## src/rtl/mdp_pkg.sv

```systemverilog
package mdp_pkg;

  typedef enum logic [1:0] {
    ST_IDLE  = 2'd0,
    ST_SHIFT = 2'd1,
    ST_DWELL = 2'd2
  } eng_state_t;

  typedef struct packed {
    logic       en;
    logic       irq_en;
    logic [2:0] dwell;
    logic [1:0] rate;
    logic [4:0] phy;
  } poll_cfg_t;

  localparam int unsigned   DATA_W   = 16;
  localparam logic [5:0]    IDX_PRE  = 6'd32;
  localparam logic [5:0]    IDX_PHY  = 6'd40;  // last PHY address bit
  localparam logic [5:0]    IDX_REG  = 6'd45;  // last register address bit
  localparam logic [5:0]    IDX_TA   = 6'd46;
  localparam logic [5:0]    IDX_DATA = 6'd48;
  localparam logic [5:0]    IDX_LAST = 6'd63;

  // Value driven on the data line for frame position i.
  function automatic logic frame_bit(input logic [5:0] i,
                                     input logic [4:0] pa,
                                     input logic [4:0] ra);
    logic [5:0] k;
    logic       b;
    k = 6'd0;
    b = 1'b1;
    if (i < IDX_PRE) begin
      b = 1'b1;
    end else if (i == 6'd32 || i == 6'd35) begin
      b = 1'b0;
    end else if (i == 6'd33 || i == 6'd34) begin
      b = 1'b1;
    end else if (i <= IDX_PHY) begin
      k = IDX_PHY - i;
      b = pa[k[2:0]];
    end else if (i <= IDX_REG) begin
      k = IDX_REG - i;
      b = ra[k[2:0]];
    end
    return b;
  endfunction

endpackage

```

## src/rtl/mdp_cfg.sv

```systemverilog
module mdp_cfg
  import mdp_pkg::*;
#(
  parameter logic [2:0] RST_DWELL = 3'b100
) (
  input  logic       clk,
  input  logic       rst,
  input  logic [2:0] we,
  input  logic       en,
  input  logic       irq_en,
  input  logic [2:0] dwell,
  input  logic [1:0] rate,
  input  logic [4:0] phy,
  output poll_cfg_t  cfg
);

  always_ff @(posedge clk) begin
    if (rst) begin
      cfg.en     <= 1'b0;
      cfg.irq_en <= 1'b0;
      cfg.dwell  <= RST_DWELL;
      cfg.rate   <= 2'b00;
      cfg.phy    <= 5'd0;
    end else begin
      if (we[0]) begin
        cfg.en     <= en;
        cfg.irq_en <= irq_en;
      end
      if (we[1]) cfg.dwell <= dwell;
      if (we[2]) begin
        cfg.rate <= rate;
        cfg.phy  <= phy;
      end
    end
  end

  AST_CFG_HOLD: assert property (@(posedge clk) disable iff (rst)
    (we == 3'b000) |=> $stable(cfg));

endmodule

```

## src/rtl/mdp_mdc_gen.sv

```systemverilog
module mdp_mdc_gen #(
  parameter int unsigned DIV_R0 = 8,
  parameter int unsigned DIV_R1 = 2,
  parameter int unsigned DIV_R2 = 4
) (
  input  logic       clk,
  input  logic       rst,
  input  logic       soft_rst,
  input  logic [1:0] rate,
  output logic       mdc,
  output logic       rise_tick,
  output logic       fall_tick
);

  localparam int unsigned H0   = DIV_R0 / 2;
  localparam int unsigned H1   = DIV_R1 / 2;
  localparam int unsigned H2   = DIV_R2 / 2;
  localparam int unsigned HMAX = (H0 > H1) ? ((H0 > H2) ? H0 : H2) : ((H1 > H2) ? H1 : H2);
  localparam int unsigned CW   = $clog2(HMAX + 1) + 1;

  logic [CW-1:0] cnt;
  logic [CW-1:0] lim;
  logic          wrap;

  always_comb begin
    case (rate)
      2'b01:   lim = CW'(H1 - 1);
      2'b10:   lim = CW'(H2 - 1);
      default: lim = CW'(H0 - 1);  // 00 and reserved 11
    endcase
  end

  assign wrap      = (cnt >= lim);
  assign rise_tick = wrap && !mdc;
  assign fall_tick = wrap && mdc;

  always_ff @(posedge clk) begin
    if (rst || soft_rst) begin
      cnt <= '0;
      mdc <= 1'b0;
    end else if (wrap) begin
      cnt <= '0;
      mdc <= ~mdc;
    end else begin
      cnt <= cnt + 1'b1;
    end
  end

  AST_MDC_RISE_TICK: assert property (@(posedge clk) disable iff (rst || soft_rst)
    $rose(mdc) |-> $past(rise_tick));

endmodule

```

## src/rtl/mdp_frame_engine.sv

```systemverilog
module mdp_frame_engine
  import mdp_pkg::*;
#(
  parameter int unsigned DWELL_BASE = 128,
  parameter logic [4:0]  STAT_REG   = 5'd1
) (
  input  logic              clk,
  input  logic              rst,
  input  logic              soft_rst,
  input  logic              en,
  input  logic [2:0]        dwell,
  input  logic [4:0]        phy,
  input  logic              mdc,
  input  logic              rise_tick,
  input  logic              fall_tick,
  input  logic              mdio_i,
  output logic              mdio_o,
  output logic              mdio_oe,
  output logic              done,
  output logic [DATA_W-1:0] rd_data
);

  localparam int unsigned DMAX = DWELL_BASE * 16;
  localparam int unsigned DCW  = $clog2(DMAX + 1);

  eng_state_t       state;
  logic [5:0]       idx;
  logic [5:0]       idx_nx;
  logic [DCW-1:0]   dcnt;
  logic [DCW-1:0]   dwell_n;

  // Idle MDC cycles between frames; reserved codes run back to back.
  always_comb begin
    case (dwell)
      3'd1:    dwell_n = DCW'(DWELL_BASE);
      3'd2:    dwell_n = DCW'(DWELL_BASE * 2);
      3'd3:    dwell_n = DCW'(DWELL_BASE * 4);
      3'd4:    dwell_n = DCW'(DWELL_BASE * 8);
      3'd5:    dwell_n = DCW'(DWELL_BASE * 16);
      default: dwell_n = '0;
    endcase
  end

  assign idx_nx = idx + 6'd1;

  always_ff @(posedge clk) begin
    if (rst || soft_rst) begin
      state   <= ST_IDLE;
      idx     <= 6'd0;
      mdio_o  <= 1'b1;
      mdio_oe <= 1'b0;
      done    <= 1'b0;
      rd_data <= '0;
      dcnt    <= '0;
    end else begin
      done <= 1'b0;
      case (state)
        ST_IDLE: begin
          mdio_oe <= 1'b0;
          if (en && fall_tick) begin
            state   <= ST_SHIFT;
            idx     <= 6'd0;
            mdio_o  <= frame_bit(6'd0, phy, STAT_REG);
            mdio_oe <= 1'b1;
          end
        end
        ST_SHIFT: begin
          if (fall_tick && idx != IDX_LAST) begin
            idx     <= idx_nx;
            mdio_o  <= frame_bit(idx_nx, phy, STAT_REG);
            mdio_oe <= (idx_nx < IDX_TA);
          end
          if (rise_tick && idx >= IDX_DATA) begin
            rd_data <= {rd_data[DATA_W-2:0], mdio_i};
            if (idx == IDX_LAST) begin
              done  <= 1'b1;
              dcnt  <= dwell_n;
              state <= (dwell_n == '0) ? ST_IDLE : ST_DWELL;
            end
          end
        end
        ST_DWELL: begin
          if (!en) begin
            state <= ST_IDLE;
          end else if (rise_tick) begin
            if (dcnt <= DCW'(1)) state <= ST_IDLE;
            else                 dcnt  <= dcnt - 1'b1;
          end
        end
        default: state <= ST_IDLE;
      endcase
    end
  end

  AST_IDLE_RELEASED: assert property (@(posedge clk) disable iff (rst || soft_rst)
    (state != ST_SHIFT) |-> !mdio_oe);

  AST_TA_RELEASED: assert property (@(posedge clk) disable iff (rst || soft_rst)
    (state == ST_SHIFT && idx >= IDX_TA) |-> !mdio_oe);

  AST_DRIVE_ON_FALL: assert property (@(posedge clk) disable iff (rst || soft_rst)
    (!$past(soft_rst) && $changed(mdio_o)) |-> $fell(mdc));

endmodule

```

## src/rtl/mdp_change_det.sv

```systemverilog
module mdp_change_det
  import mdp_pkg::*;
(
  input  logic              clk,
  input  logic              rst,
  input  logic              soft_rst,
  input  logic              en,
  input  logic              irq_en,
  input  logic              done,
  input  logic [DATA_W-1:0] rd_data,
  output logic [DATA_W-1:0] status,
  output logic              irq
);

  logic armed;

  always_ff @(posedge clk) begin
    if (rst) begin
      status <= '0;
      armed  <= 1'b0;
      irq    <= 1'b0;
    end else if (soft_rst) begin
      armed <= 1'b0;
      irq   <= 1'b0;
    end else begin
      irq <= 1'b0;
      if (done) begin
        status <= rd_data;
        irq    <= armed && irq_en && (rd_data != status);
        armed  <= 1'b1;
      end
      if (!en) armed <= 1'b0;
    end
  end

  AST_IRQ_PULSE: assert property (@(posedge clk) disable iff (rst || soft_rst)
    irq |=> !irq);

  AST_IRQ_ON_CHANGE: assert property (@(posedge clk) disable iff (rst || soft_rst)
    irq |-> (status != $past(status)));

  AST_IRQ_ARMED: assert property (@(posedge clk) disable iff (rst || soft_rst)
    irq |-> $past(armed && irq_en));

endmodule

```

## src/rtl/mdio_status_poller.sv

```systemverilog
module mdio_status_poller
  import mdp_pkg::*;
#(
  parameter int unsigned DIV_R0     = 8,
  parameter int unsigned DIV_R1     = 2,
  parameter int unsigned DIV_R2     = 4,
  parameter int unsigned DWELL_BASE = 128,
  parameter logic [2:0]  RST_DWELL  = 3'b100,
  parameter logic [4:0]  STAT_REG   = 5'd1
) (
  input  logic        clk,
  input  logic        rst,
  input  logic        soft_rst,
  input  logic [2:0]  cfg_we,
  input  logic        cfg_en,
  input  logic        cfg_irq_en,
  input  logic [2:0]  cfg_dwell,
  input  logic [1:0]  cfg_rate,
  input  logic [4:0]  cfg_phy,
  input  logic        mdio_i,
  output logic        mdc,
  output logic        mdio_o,
  output logic        mdio_oe,
  output logic [15:0] status,
  output logic        irq
);

  poll_cfg_t         cfg;
  logic              rise_tick;
  logic              fall_tick;
  logic              done;
  logic [DATA_W-1:0] rd_data;

  mdp_cfg #(.RST_DWELL(RST_DWELL)) u_cfg (
    .clk    (clk),
    .rst    (rst),
    .we     (cfg_we),
    .en     (cfg_en),
    .irq_en (cfg_irq_en),
    .dwell  (cfg_dwell),
    .rate   (cfg_rate),
    .phy    (cfg_phy),
    .cfg    (cfg)
  );

  mdp_mdc_gen #(.DIV_R0(DIV_R0), .DIV_R1(DIV_R1), .DIV_R2(DIV_R2)) u_mdc (
    .clk       (clk),
    .rst       (rst),
    .soft_rst  (soft_rst),
    .rate      (cfg.rate),
    .mdc       (mdc),
    .rise_tick (rise_tick),
    .fall_tick (fall_tick)
  );

  mdp_frame_engine #(.DWELL_BASE(DWELL_BASE), .STAT_REG(STAT_REG)) u_eng (
    .clk       (clk),
    .rst       (rst),
    .soft_rst  (soft_rst),
    .en        (cfg.en),
    .dwell     (cfg.dwell),
    .phy       (cfg.phy),
    .mdc       (mdc),
    .rise_tick (rise_tick),
    .fall_tick (fall_tick),
    .mdio_i    (mdio_i),
    .mdio_o    (mdio_o),
    .mdio_oe   (mdio_oe),
    .done      (done),
    .rd_data   (rd_data)
  );

  mdp_change_det u_det (
    .clk      (clk),
    .rst      (rst),
    .soft_rst (soft_rst),
    .en       (cfg.en),
    .irq_en   (cfg.irq_en),
    .done     (done),
    .rd_data  (rd_data),
    .status   (status),
    .irq      (irq)
  );

endmodule

```

## config.mk

```make
export PLATFORM = sky130hd
export DESIGN_NAME = mdio_status_poller
export DESIGN_NICKNAME = d
export VERILOG_FILES = /design/src/rtl/mdp_pkg.sv /design/src/rtl/mdp_cfg.sv /design/src/rtl/mdp_mdc_gen.sv /design/src/rtl/mdp_frame_engine.sv /design/src/rtl/mdp_change_det.sv /design/src/rtl/mdio_status_poller.sv
export SDC_FILE = /design/constraint.sdc
export NUM_CORES = 1
export LEC_CHECK = 0
export ABC_CLOCK_PERIOD_IN_PS = 5200
export BUFFER_PORTS_ARGS = -buffer_cell sky130_fd_sc_hd__buf_4
export CAP_MARGIN = 20
export CORE_UTILIZATION = 60
export CTS_BUF_LIST = sky130_fd_sc_hd__clkbuf_4
export CTS_CLUSTER_DIAMETER = 60
export DETAILED_ROUTE_END_ITERATION = 7
export PLACE_DENSITY = 0.85
export RECOVER_POWER = 100
export SLEW_MARGIN = 20
export SYNTH_ARGS = -nofsm -noshare
export SYNTH_HDL_FRONTEND = slang
export SYNTH_SLANG_ARGS = --single-unit
export TNS_END_PERCENT = 50
```

## constraint.sdc

```tcl
create_clock -name clk -period 5.2 [get_ports clk]
set_input_delay 0.26 -clock clk [delete_from_list [all_inputs] [get_ports clk]]
set_output_delay 0.26 -clock clk [all_outputs]
set_load 0.05 [all_outputs]
```

==> run metrics, run 1 <==
Cell Rows=28; Worst Setup Path Type=reg2reg; Final Non-Filler Cells=535; final setup TNS=0 ns; Clock Skews=0.0158 ns; Post-DRT Antenna Nets=0; Cell variety after synth=62; top post-synthesis cells by count=dfxtp_1, nand2_1, nor2_1, a21oi_1, mux2i_1; Nets=486; Initial Utilization=62.4%; highest clock rate=313 MHz; Routability Congestion=0.842; unrepaired setup endpoints after global routing=false; Synth top area share=40.1%; clk sinks=74; Inst Count DP=518; actual slew at the worst max-slew pin=2.13 ns; wire length per cell=14.9 um; relative slew slack=-42.2%; Syn-to-layout area delta=8.30%; Final WS setup=2.01 ns; Chip Height=80.5 um; largest net degree at the start of global routing=38; fin. max-slew vios=38; Worst Hold Class=in2reg; Vias/cell=5.94; Design Area, Final=0.00400 sq mm; min-delay src=cfg_dwell[2]; drt pass-1 iters=4; leak pwr=1.33 nW; Yosys warning total=0; worst skew pair latency=0.44 ns; Mapped Area=0.00369 sq mm; Overflow after GRT=0; violated checks=max-capacitance violations, max-slew violations; Mapped Cells=428; CP required=5.45 ns; Core Util, Final=67.6%; cts bufs inserted=9; CP endpoint kind=flip-flop; Synth Register Bits=74; Tmin final=3.19 ns; R2R Setup Slk=2.01 ns; routed wire length=7.98 mm; final setup vio count=0; Vias=3177; Max Cap Violations=2; RR Endpoint=u_eng.rd_data[15]; IO Pins=39; GRT Resource Usage Total=26.1%; Worst R2R Path Depth=10; TritonCTS clock tree=done; CTS root buf=clkbuf_4; pre-CTS WS=2.79 ns; Die ar.=0.00648 sq mm; outcome=finished with violations; Post-Syn Nets=459; Area after DPL=0.00398 sq mm; Power Density=240 mW/mm^2; syn avg cell area=8.63 sq um; Yosys top cell by area=dfxtp_1; drt drc=0; CTS clk-pin slew, worst paths=0.12 ns; post_cts resized=0; clock buffer depth=2; Seq/Total Area, Yosys=40.1%; RR Startpoint=u_cfg.cfg[6]; port buffer count=38; Final Hold Fails=0; Setup Fix Bufs, Post-CTS=0; top-count cell post-synth=dfxtp_1; Final Cycle Share=61.4%; HPWL Detailed=5.53 mm; hold-critical path depth=2; top post-synthesis cells by area=dfxtp_1, mux2i_1, nand2_1; vias in the first global route=2855; htree depth=3; FFs w/ async S/R, synth=0%; layout cells sized above 1=9.78%; 1st-iter DRT viols=249; EDFF count, synth=0; Chip Width=80.5 um; ys flop type=dfxtp_1; worst vdd ir=0.208 mV; startpoint class of the critical path=flip-flop; Hold EP=u_cfg.cfg[9]; core box area=0.00592 sq mm; initial antenna violation count=0; Antenna Cells=0; critical-path maximum fanout=17; Worst Path Arrival=3.45 ns; first-pass GRT wire length=12.9 mm
==> per-layer routing <==
metal	GRT usage, %	routed length, um	vias to the layer above
met2	42.5	3830	79
met3	4.89	328	10
met5	0	0	-
met4	12.0	119	0
li1	-	-	1570
met1	33.4	3710	1518
==> placed cells by master (no fill, tap or decap), types with 3 or more instances in the layout <==
master	synthesis	final
o21ai_0	9	11
ha_1	12	12
clkinvlp_4	0	3
a31oi_1	4	4
buf_4	2	17
dfxtp_1	74	74
nor4b_1	3	3
nor3_1	10	10
o31ai_1	5	5
nor4_1	3	4
nand2_1	48	48
xnor2_1	20	20
o22ai_1	4	4
mux2i_1	27	27
nand2b_1	3	3
nand3_1	16	16
nand4_1	6	6
and3_1	4	4
nor2b_1	3	3
nor2_1	48	49
clkbuf_1	16	23
a211oi_1	5	5
clkbuf_4	0	9
inv_1	14	14
a21oi_1	35	35
a22oi_1	4	4
==> cell families after synthesis <==
logic type | share of synthesized area [%]
and+or+nand+nor | 21.8
AOI/OAI and AO/OA | 15.8
DFF | 40.1
buffers and inverters | 4.77
muxes | 8.23
xor gates and xnor gates | 5.18
adders and majority gates | 4.06
other | 0.101
==> where the power goes <==
part	switching, W	internal [W]
clock	0.000221	0.000101
sequential	0.00000787	0.000574
combinational	0.0000337	0.0000231
total	0.000263	0.000698
==> stage by stage <==
stage,hold slack [ns],power (W)
after floorplan,0.337,0.000631
after global placement,0.431,0.000651
after detailed placement,0.438,0.000653
after CTS,0.00499,0.000971
after global routing,0.0145,0.000994
final,0.0244,0.000960
==> cell type report <==
type                       count  area [sq um]
clock buffer                   9          67.6
clock inverter                 7          53.8
fill                         503          1920
inverter                      16          60.1
multi-input combinational    313          2020
sequential                    74          1480
tap                           75          93.8
timing repair buffer          41           224
==> worst max-delay path, stage by stage (launching register included) <==
cell and delay (ns):
dfxtp_1 0.35, inv_1 0.04, ha_1 0.26, inv_1 0.04
ha_1 0.27, clkinv_1 0.07, o21a_1 0.38, nor4_4 0.32
clkbuf_1 0.92, mux2i_1 0.31, nor2_1 0.06
==> sequential cells by signal, indices dropped and copies added, names as in the netlist, 2 cells and up <==
register       cells
u_det.status      16
u_eng.dcnt        12
u_cfg.cfg         12
u_eng.idx          6
u_mdc.cnt          4
u_eng.state        2
u_eng.rd_data     16
==> timing repair <==
item	4_1_cts	5_1_grt
setup endpoints to repair	0	0
endpoints found under the hold margin	1	0
hold buffers	1	0
==> how the worst max path moves through the flow <==
| stage | from | end | slack [ns] | cells past startpoint |
|---|---|---|---|---|
| final | u_cfg.cfg[6] | u_eng.rd_data[15] | 2.01 | 10 |
| after global routing | u_cfg.cfg[6] | u_eng.rd_data[1] | 1.80 | 10 |
| after CTS | u_eng.dcnt[2] | u_eng.dcnt[6] | 2.76 | 5 |
| after detailed placement | u_eng.dcnt[2] | u_eng.dcnt[10] | 2.79 | 5 |
| after global placement | u_eng.dcnt[2] | u_eng.dcnt[10] | 2.86 | 5 |
| after floorplan | u_cfg.cfg[6] | u_eng.rd_data[10] | 2.93 | 10 |
Note: power is estimated with default switching activity, not from simulation.
==> inputs of run 2 (changes only) <==
--- a/config.mk
+++ b/config.mk
@@ -5,7 +5,8 @@
 export SDC_FILE = /design/constraint.sdc
 export NUM_CORES = 1
 export LEC_CHECK = 0
-export ABC_CLOCK_PERIOD_IN_PS = 5200
+export ABC_AREA = 1
+export ABC_CLOCK_PERIOD_IN_PS = 3000
 export BUFFER_PORTS_ARGS = -buffer_cell sky130_fd_sc_hd__buf_4
 export CAP_MARGIN = 20
 export CORE_UTILIZATION = 60
==> constraint.sdc (replaced) <==
create_clock -name clk -period 3 [get_ports clk]
set_input_delay 0.15 -clock clk [delete_from_list [all_inputs] [get_ports clk]]
set_output_delay 0.15 -clock clk [all_outputs]
set_load 0.05 [all_outputs]
==> run metrics, run 2 <==
outcome=finished, final reports clean; CTS clk-pin slew, worst paths=0.12 ns; Max Cap Violations=0; RR Startpoint=u_cfg.cfg[6]; Post-DRT Antenna Nets=0; GRT met3 Usage=5.94%; Final WS setup=0.471 ns; crit path from=u_cfg.cfg[6]; Overflow after GRT=0; core box area=0.00564 sq mm; Power Density=452 mW/mm^2; drt pass-1 iters=5; Clock Skews=0.0155 ns; FF/Latch Area=0.00148 sq mm; routed wire length=8.44 mm; ys flop type=dfxtp_1; wire length per cell=13.3 um; Synth Area in XOR/XNOR=4.63%; Cell variety after synth=30; Worst Hold Class=in2reg; Chip Width=79.4 um; top post-synthesis cells by area=dfxtp_1, nand2_1, o21ai_0; syn avg cell area=7.12 sq um; actual slew at the worst max-slew pin=0.834 ns; Design Area, Final=0.00414 sq mm; Synth Register Bits=74; Worst Path Arrival=2.85 ns; Vias=3448; largest net degree at the start of global routing=34; routing usage on met2=50.2%; most frequent cells in the layout=nand2_1, dfxtp_1, inv_1; commonest non-fill, non-tap cell in the layout=nand2_1; Worst Setup Path Type=reg2reg; Chip Height=79.4 um; htree depth=3; FILL cells=459; IO Pins=39; worst vdd ir=0.327 mV; main combinational cell family by area after synthesis=simple AND/OR/NAND/NOR gates; Tmin final=2.53 ns; drt drc=0; final setup TNS=0 ns; Seq/Total Area, Yosys=41.2%; relative slew slack=44.2%; initial antenna violation count=0; GRT busiest layer=met2; leak pwr=1.76 nW; CP endpoint kind=flip-flop; GRT Resource Usage Total=29.3%; Synth top area share=41.2%; port buffer count=38; CP required=3.32 ns; TritonCTS clock tree=done; worst skew pair latency=0.44 ns; CTS root buf=clkbuf_4; Routability Congestion=0.857; vias in the first global route=3274; Mapped Cells=505; Antenna Cells=0; Syn-to-layout area delta=15.3%; Largest regs=u_det.status (16), u_eng.rd_data (16); final setup vio count=0; Final Hold Fails=0; crit path capture=u_eng.dcnt[1]; startpoint class of the critical path=flip-flop; Post-Syn Nets=536; fin. max-slew vios=0; top post-synthesis cells by count=nand2_1, dfxtp_1, inv_1, o21ai_0, nor2_1; mux cell area share after synthesis=0%; compound-gate portion of the synthesized area=17.2%; Post-Synth Simple-Gate Area=23.3%; EDFF count, synth=0; Die ar.=0.00630 sq mm; post_cts resized=0; top-count cell post-synth=nand2_1; Adder-Cell Fraction of Synth Area=4.18%; hold-critical path depth=3; Nets=587; clock buffer depth=2; R2R Setup Slk=0.47 ns; pre-CTS WS=0.735 ns; Initial Utilization=63.7%; unrepaired setup endpoints after global routing=false; layout cells sized above 1=8.73%; Final Cycle Share=84.3%; HPWL Detailed=5.62 mm; Yosys top cell by area=dfxtp_1; Core Util, Final=73.5%; Cell Rows=27; Area after DPL=0.00392 sq mm; Mapped Area=0.00359 sq mm; critical-path maximum fanout=13; Yosys warning total=0; cts bufs inserted=9; clk sinks=74; 1st-iter DRT viols=228; multi-input logic area=0.00177 sq mm; GR met1 Demand/Resource=34.7%; FFs w/ async S/R, synth=0%; first-pass GRT wire length=14.3 mm; Vias/cell=5.45; highest clock rate=395 MHz; Worst R2R Path Depth=12; RR Endpoint=u_eng.dcnt[1]
==> run 2: changes by cell type after synthesis, sizes merged, moves of 5 or more <==
cell	delta
xnor2	-8
nor2	+14
o31ai	-5
nand3	+7
inv	+52
xor2	+6
nand2	+40
buf	-5
a21oi	+12
o21ai	+53
nor4	-6
a211oi	-5
clkbuf	-5
mux2i	-27
==> run 2: layer usage <==
layer / vias to the layer above / part of all wire [%] / wire length [um]
li1: 1738 / - / -
met1: 1574 / 44 / 3750
met2: 112 / 48 / 4030
met3: 24 / 5.3 / 443
met4: 0 / 2.5 / 207
met5: - / 0 / 0
==> run 2: cell families (layout without fill, tap and decap cells) <==
group | Yosys count | in the layout
AND/OR/NAND/NOR | 194 | 194
XOR/XNOR | 19 | 19
AO/OA/AOI/OAI | 119 | 119
adder cells (fa/ha/maj) | 12 | 12
buffers and inverters | 86 | 142
other | 1 | 1
flip-flops | 74 | 74
==> run 2: repair_timing <==
item                                    CTS  global route
setup buffers                             0             0
endpoints found under the setup margin    0             0
endpoints found under the hold margin    11             0
hold buffers                             14             0
==> run 2: metrics by stage <==
| step | total power, W | instances | hold slack, ns |
|---|---|---|---|
| floorplan | 0.00110 | 505 | 0.272 |
| global placement | 0.00113 | 603 | 0.370 |
| detailed placement | 0.00114 | 603 | 0.382 |
| CTS | 0.00188 | 633 | 0.00749 |
| global route | 0.00194 | 633 | 0.0269 |
| finish | 0.00187 | 633 | 0.00542 |
==> run 2: report_power, final <==
| group | switching (W) | internal, W | leakage [nW] |
|---|---|---|---|
| Sequential | 0.0000105 | 0.000997 | 0.600 |
| Combinational | 0.0000730 | 0.0000547 | 1.06 |
| Clock | 0.000392 | 0.000347 | 0.0913 |
| Total | 0.000475 | 0.00140 | 1.76 |
==> run 2: final cells by class <==
type,instances,share of cell area (%)
repair buffers,55,8.85
inverters,71,6.46
clock buffers,9,1.63
multi-input cells,345,42.7
well taps,72,2.17
flip-flops and latches,74,35.7
clock inverters,7,2.42
==> run 2: critical path, stage by stage (launching register included) <==
cell,delay (ns)
dfxtp_1,0.34
inv_1,0.06
ha_1,0.28
inv_1,0.05
ha_1,0.29
o21ai_0,0.08
nand2_1,0.17
nand2_1,0.20
nor2_4,0.05
nand2_1,0.34
clkinv_2,0.29
o21ai_0,0.22
nor2_1,0.06
==> run 2: how the worst min path moves through the flow <==
| stage | from | to | slack (ns) |
|---|---|---|---|
| 6_report | mdio_i | u_eng.rd_data[0] | 0.005 |
| 3_5_place_dp | cfg_phy[0] | u_cfg.cfg[0] | 0.38 |
| 5_1_grt | cfg_we[1] | u_cfg.cfg[8] | 0.03 |
| 4_1_cts | mdio_i | u_eng.rd_data[0] | 0.007 |
| 3_3_place_gp | cfg_phy[0] | u_cfg.cfg[0] | 0.37 |
| 2_1_floorplan | cfg_we[1] | u_cfg.cfg[9] | 0.27 |
==> inputs of run 3 (changes only) <==
--- a/config.mk
+++ b/config.mk
@@ -5,8 +5,8 @@
 export SDC_FILE = /design/constraint.sdc
 export NUM_CORES = 1
 export LEC_CHECK = 0
-export ABC_AREA = 1
-export ABC_CLOCK_PERIOD_IN_PS = 3000
+export ABC_AREA = 0
+export ABC_CLOCK_PERIOD_IN_PS = 2400
 export BUFFER_PORTS_ARGS = -buffer_cell sky130_fd_sc_hd__buf_4
 export CAP_MARGIN = 20
 export CORE_UTILIZATION = 60
==> constraint.sdc (replaced) <==
create_clock -name clk -period 2.4 [get_ports clk]
set_input_delay 0.12 -clock clk [delete_from_list [all_inputs] [get_ports clk]]
set_output_delay 0.12 -clock clk [all_outputs]
set_load 0.05 [all_outputs]
==> run metrics, run 3 (synthesis gave the netlist of run 1 again) <==
outcome=finished, final reports clean; TritonCTS clock tree=done; htree depth=3; clk sinks=74; Routability Congestion=0.843; hold-critical path depth=3; Tmin final=2.27 ns; drt pass-1 iters=5; largest net degree at the start of global routing=33; FILL cells=437; first-pass GRT wire length=14.4 mm; commonest non-fill, non-tap cell in the layout=dfxtp_1; worst vdd ir=0.455 mV; HPWL Detailed=5.56 mm; unrepaired setup endpoints after global routing=false; GRT Resource Usage Total=29.0%; cts bufs inserted=9; leak pwr=1.46 nW; startpoint class of the critical path=flip-flop; routed wire length=8.56 mm; port buffer count=38; Largest regs=u_det.status (16), u_eng.rd_data (16); Post-CTS Hold Buffers=19; Worst R2R Path Depth=9; fin. max-slew vios=0; layout cells sized above 1=11.5%; RR Startpoint=u_cfg.cfg[6]; Vias=3341; Syn-to-layout area delta=15.7%; initial antenna violation count=0; final setup vio count=0; actual slew at the worst max-slew pin=0.642 ns; CP required=2.71 ns; vias in the first global route=3069; Core Util, Final=72.2%; Final Cycle Share=94.4%; Cell Rows=28; Chip Height=80.5 um; Power Density=511 mW/mm^2; min-delay src=cfg_we[2]; wire length per cell=15.3 um; post_cts resized=0; Max Cap Violations=0; CTS root buf=clkbuf_4; Post-DRT Antenna Nets=0; Overflow after GRT=0; Die ar.=0.00648 sq mm; drt drc=0; relative slew slack=57.2%; critical-path maximum fanout=10; Nets=511; Clock Skews=0.0133 ns; clock buffer depth=2; Worst Setup Path Type=reg2reg; worst hold slack=0.0538 ns; Setup Fix Bufs, Post-CTS=0; 1st-iter DRT viols=257; CP endpoint kind=flip-flop; Final Hold Fails=0; Worst Hold Class=in2reg; CTS clk-pin slew, worst paths=0.12 ns; Hold EP=u_cfg.cfg[5]; final setup TNS=0 ns; R2R Setup Slk=0.13 ns; highest clock rate=441 MHz; most frequent cells in the layout=dfxtp_1, nor2_1, nand2_1; Initial Utilization=62.4%; IO Pins=39; worst skew pair latency=0.43 ns; RR Endpoint=u_eng.dcnt[8]; Worst Path Arrival=2.57 ns; Antenna Cells=0; Chip Width=80.5 um; Vias/cell=5.97; core box area=0.00592 sq mm
[run 3: cell count changes in the layout (fill, tap and decap cells not counted), moves of 5 or more]
cell	previous run	this run
nand3_1	23	16
nand2_1	88	48
clkbuf_4	11	16
nor2_1	57	48
o31ai_1	0	5
inv_1	66	15
dlygate4sd3_1	14	19
o21ai_0	63	11
a211oi_1	0	5
mux2i_1	0	27
xnor2_1	13	20
a21oi_1	46	35
xor2_1	6	0
[run 3: layout make-up]
class,count,area (sq um),share of cell area [%]
Tap cell,75,93.8,2.19
Inverter,16,60.1,1.40
Multi-Input combinational cell,313,2030,47.5
Clock buffer,9,67.6,1.58
Clock inverter,7,68.8,1.61
Sequential cell,74,1480,34.7
Timing Repair Buffer,66,473,11.1
[run 3: power by group]
| part | total (W) | internal [W] | leakage [nW] | switching [W] |
|---|---|---|---|---|
| logic | 0.000155 | 0.0000750 | 0.787 | 0.0000802 |
| registers | 0.00126 | 0.00124 | 0.599 | 0.0000172 |
| clock network | 0.000769 | 0.000315 | 0.0721 | 0.000454 |
[run 3: metrics by stage]
stage	setup slack, ns	power, W	instance area (sq um)	instances
CTS	0.128	0.00220	4360	560
finish	0.134	0.00218	4280	560
floorplan	0.134	0.00137	3690	428
global placement	0.233	0.00141	4040	525
global route	0.0168	0.00227	4280	560
detailed placement	0.182	0.00142	4040	525
[run 3: worst max path at each step]
stage	from	to	slack, ns	cells after the start
global route	u_cfg.cfg[6]	u_eng.dcnt[9]	0.02	9
CTS	u_cfg.cfg[6]	u_eng.dcnt[8]	0.13	9
floorplan	u_cfg.cfg[6]	u_eng.rd_data[10]	0.13	10
finish	u_cfg.cfg[6]	u_eng.dcnt[8]	0.13	9
detailed placement	u_cfg.cfg[6]	u_eng.dcnt[8]	0.18	9
global placement	u_cfg.cfg[6]	u_eng.dcnt[8]	0.23	9
[run 3: metal layers]
layer  vias up  GRT usage (%)  share of wire (%)
met3        22           6.70                5.0
met1      1595           37.2                 44
met2       107           47.4                 49
met5         -              0                  0
met4         0           10.4                1.8
li1       1617              -                  -
[run 3: worst max-delay path, cell delays in order, from the launching register on]
cell and delay [ns]:
dfxtp_1 0.34, inv_1 0.04, ha_1 0.26, inv_1 0.04, ha_1 0.27, inv_1 0.05
o21ai_0 0.37, nand2_1 0.33, o311ai_1 0.35, o31ai_1 0.10
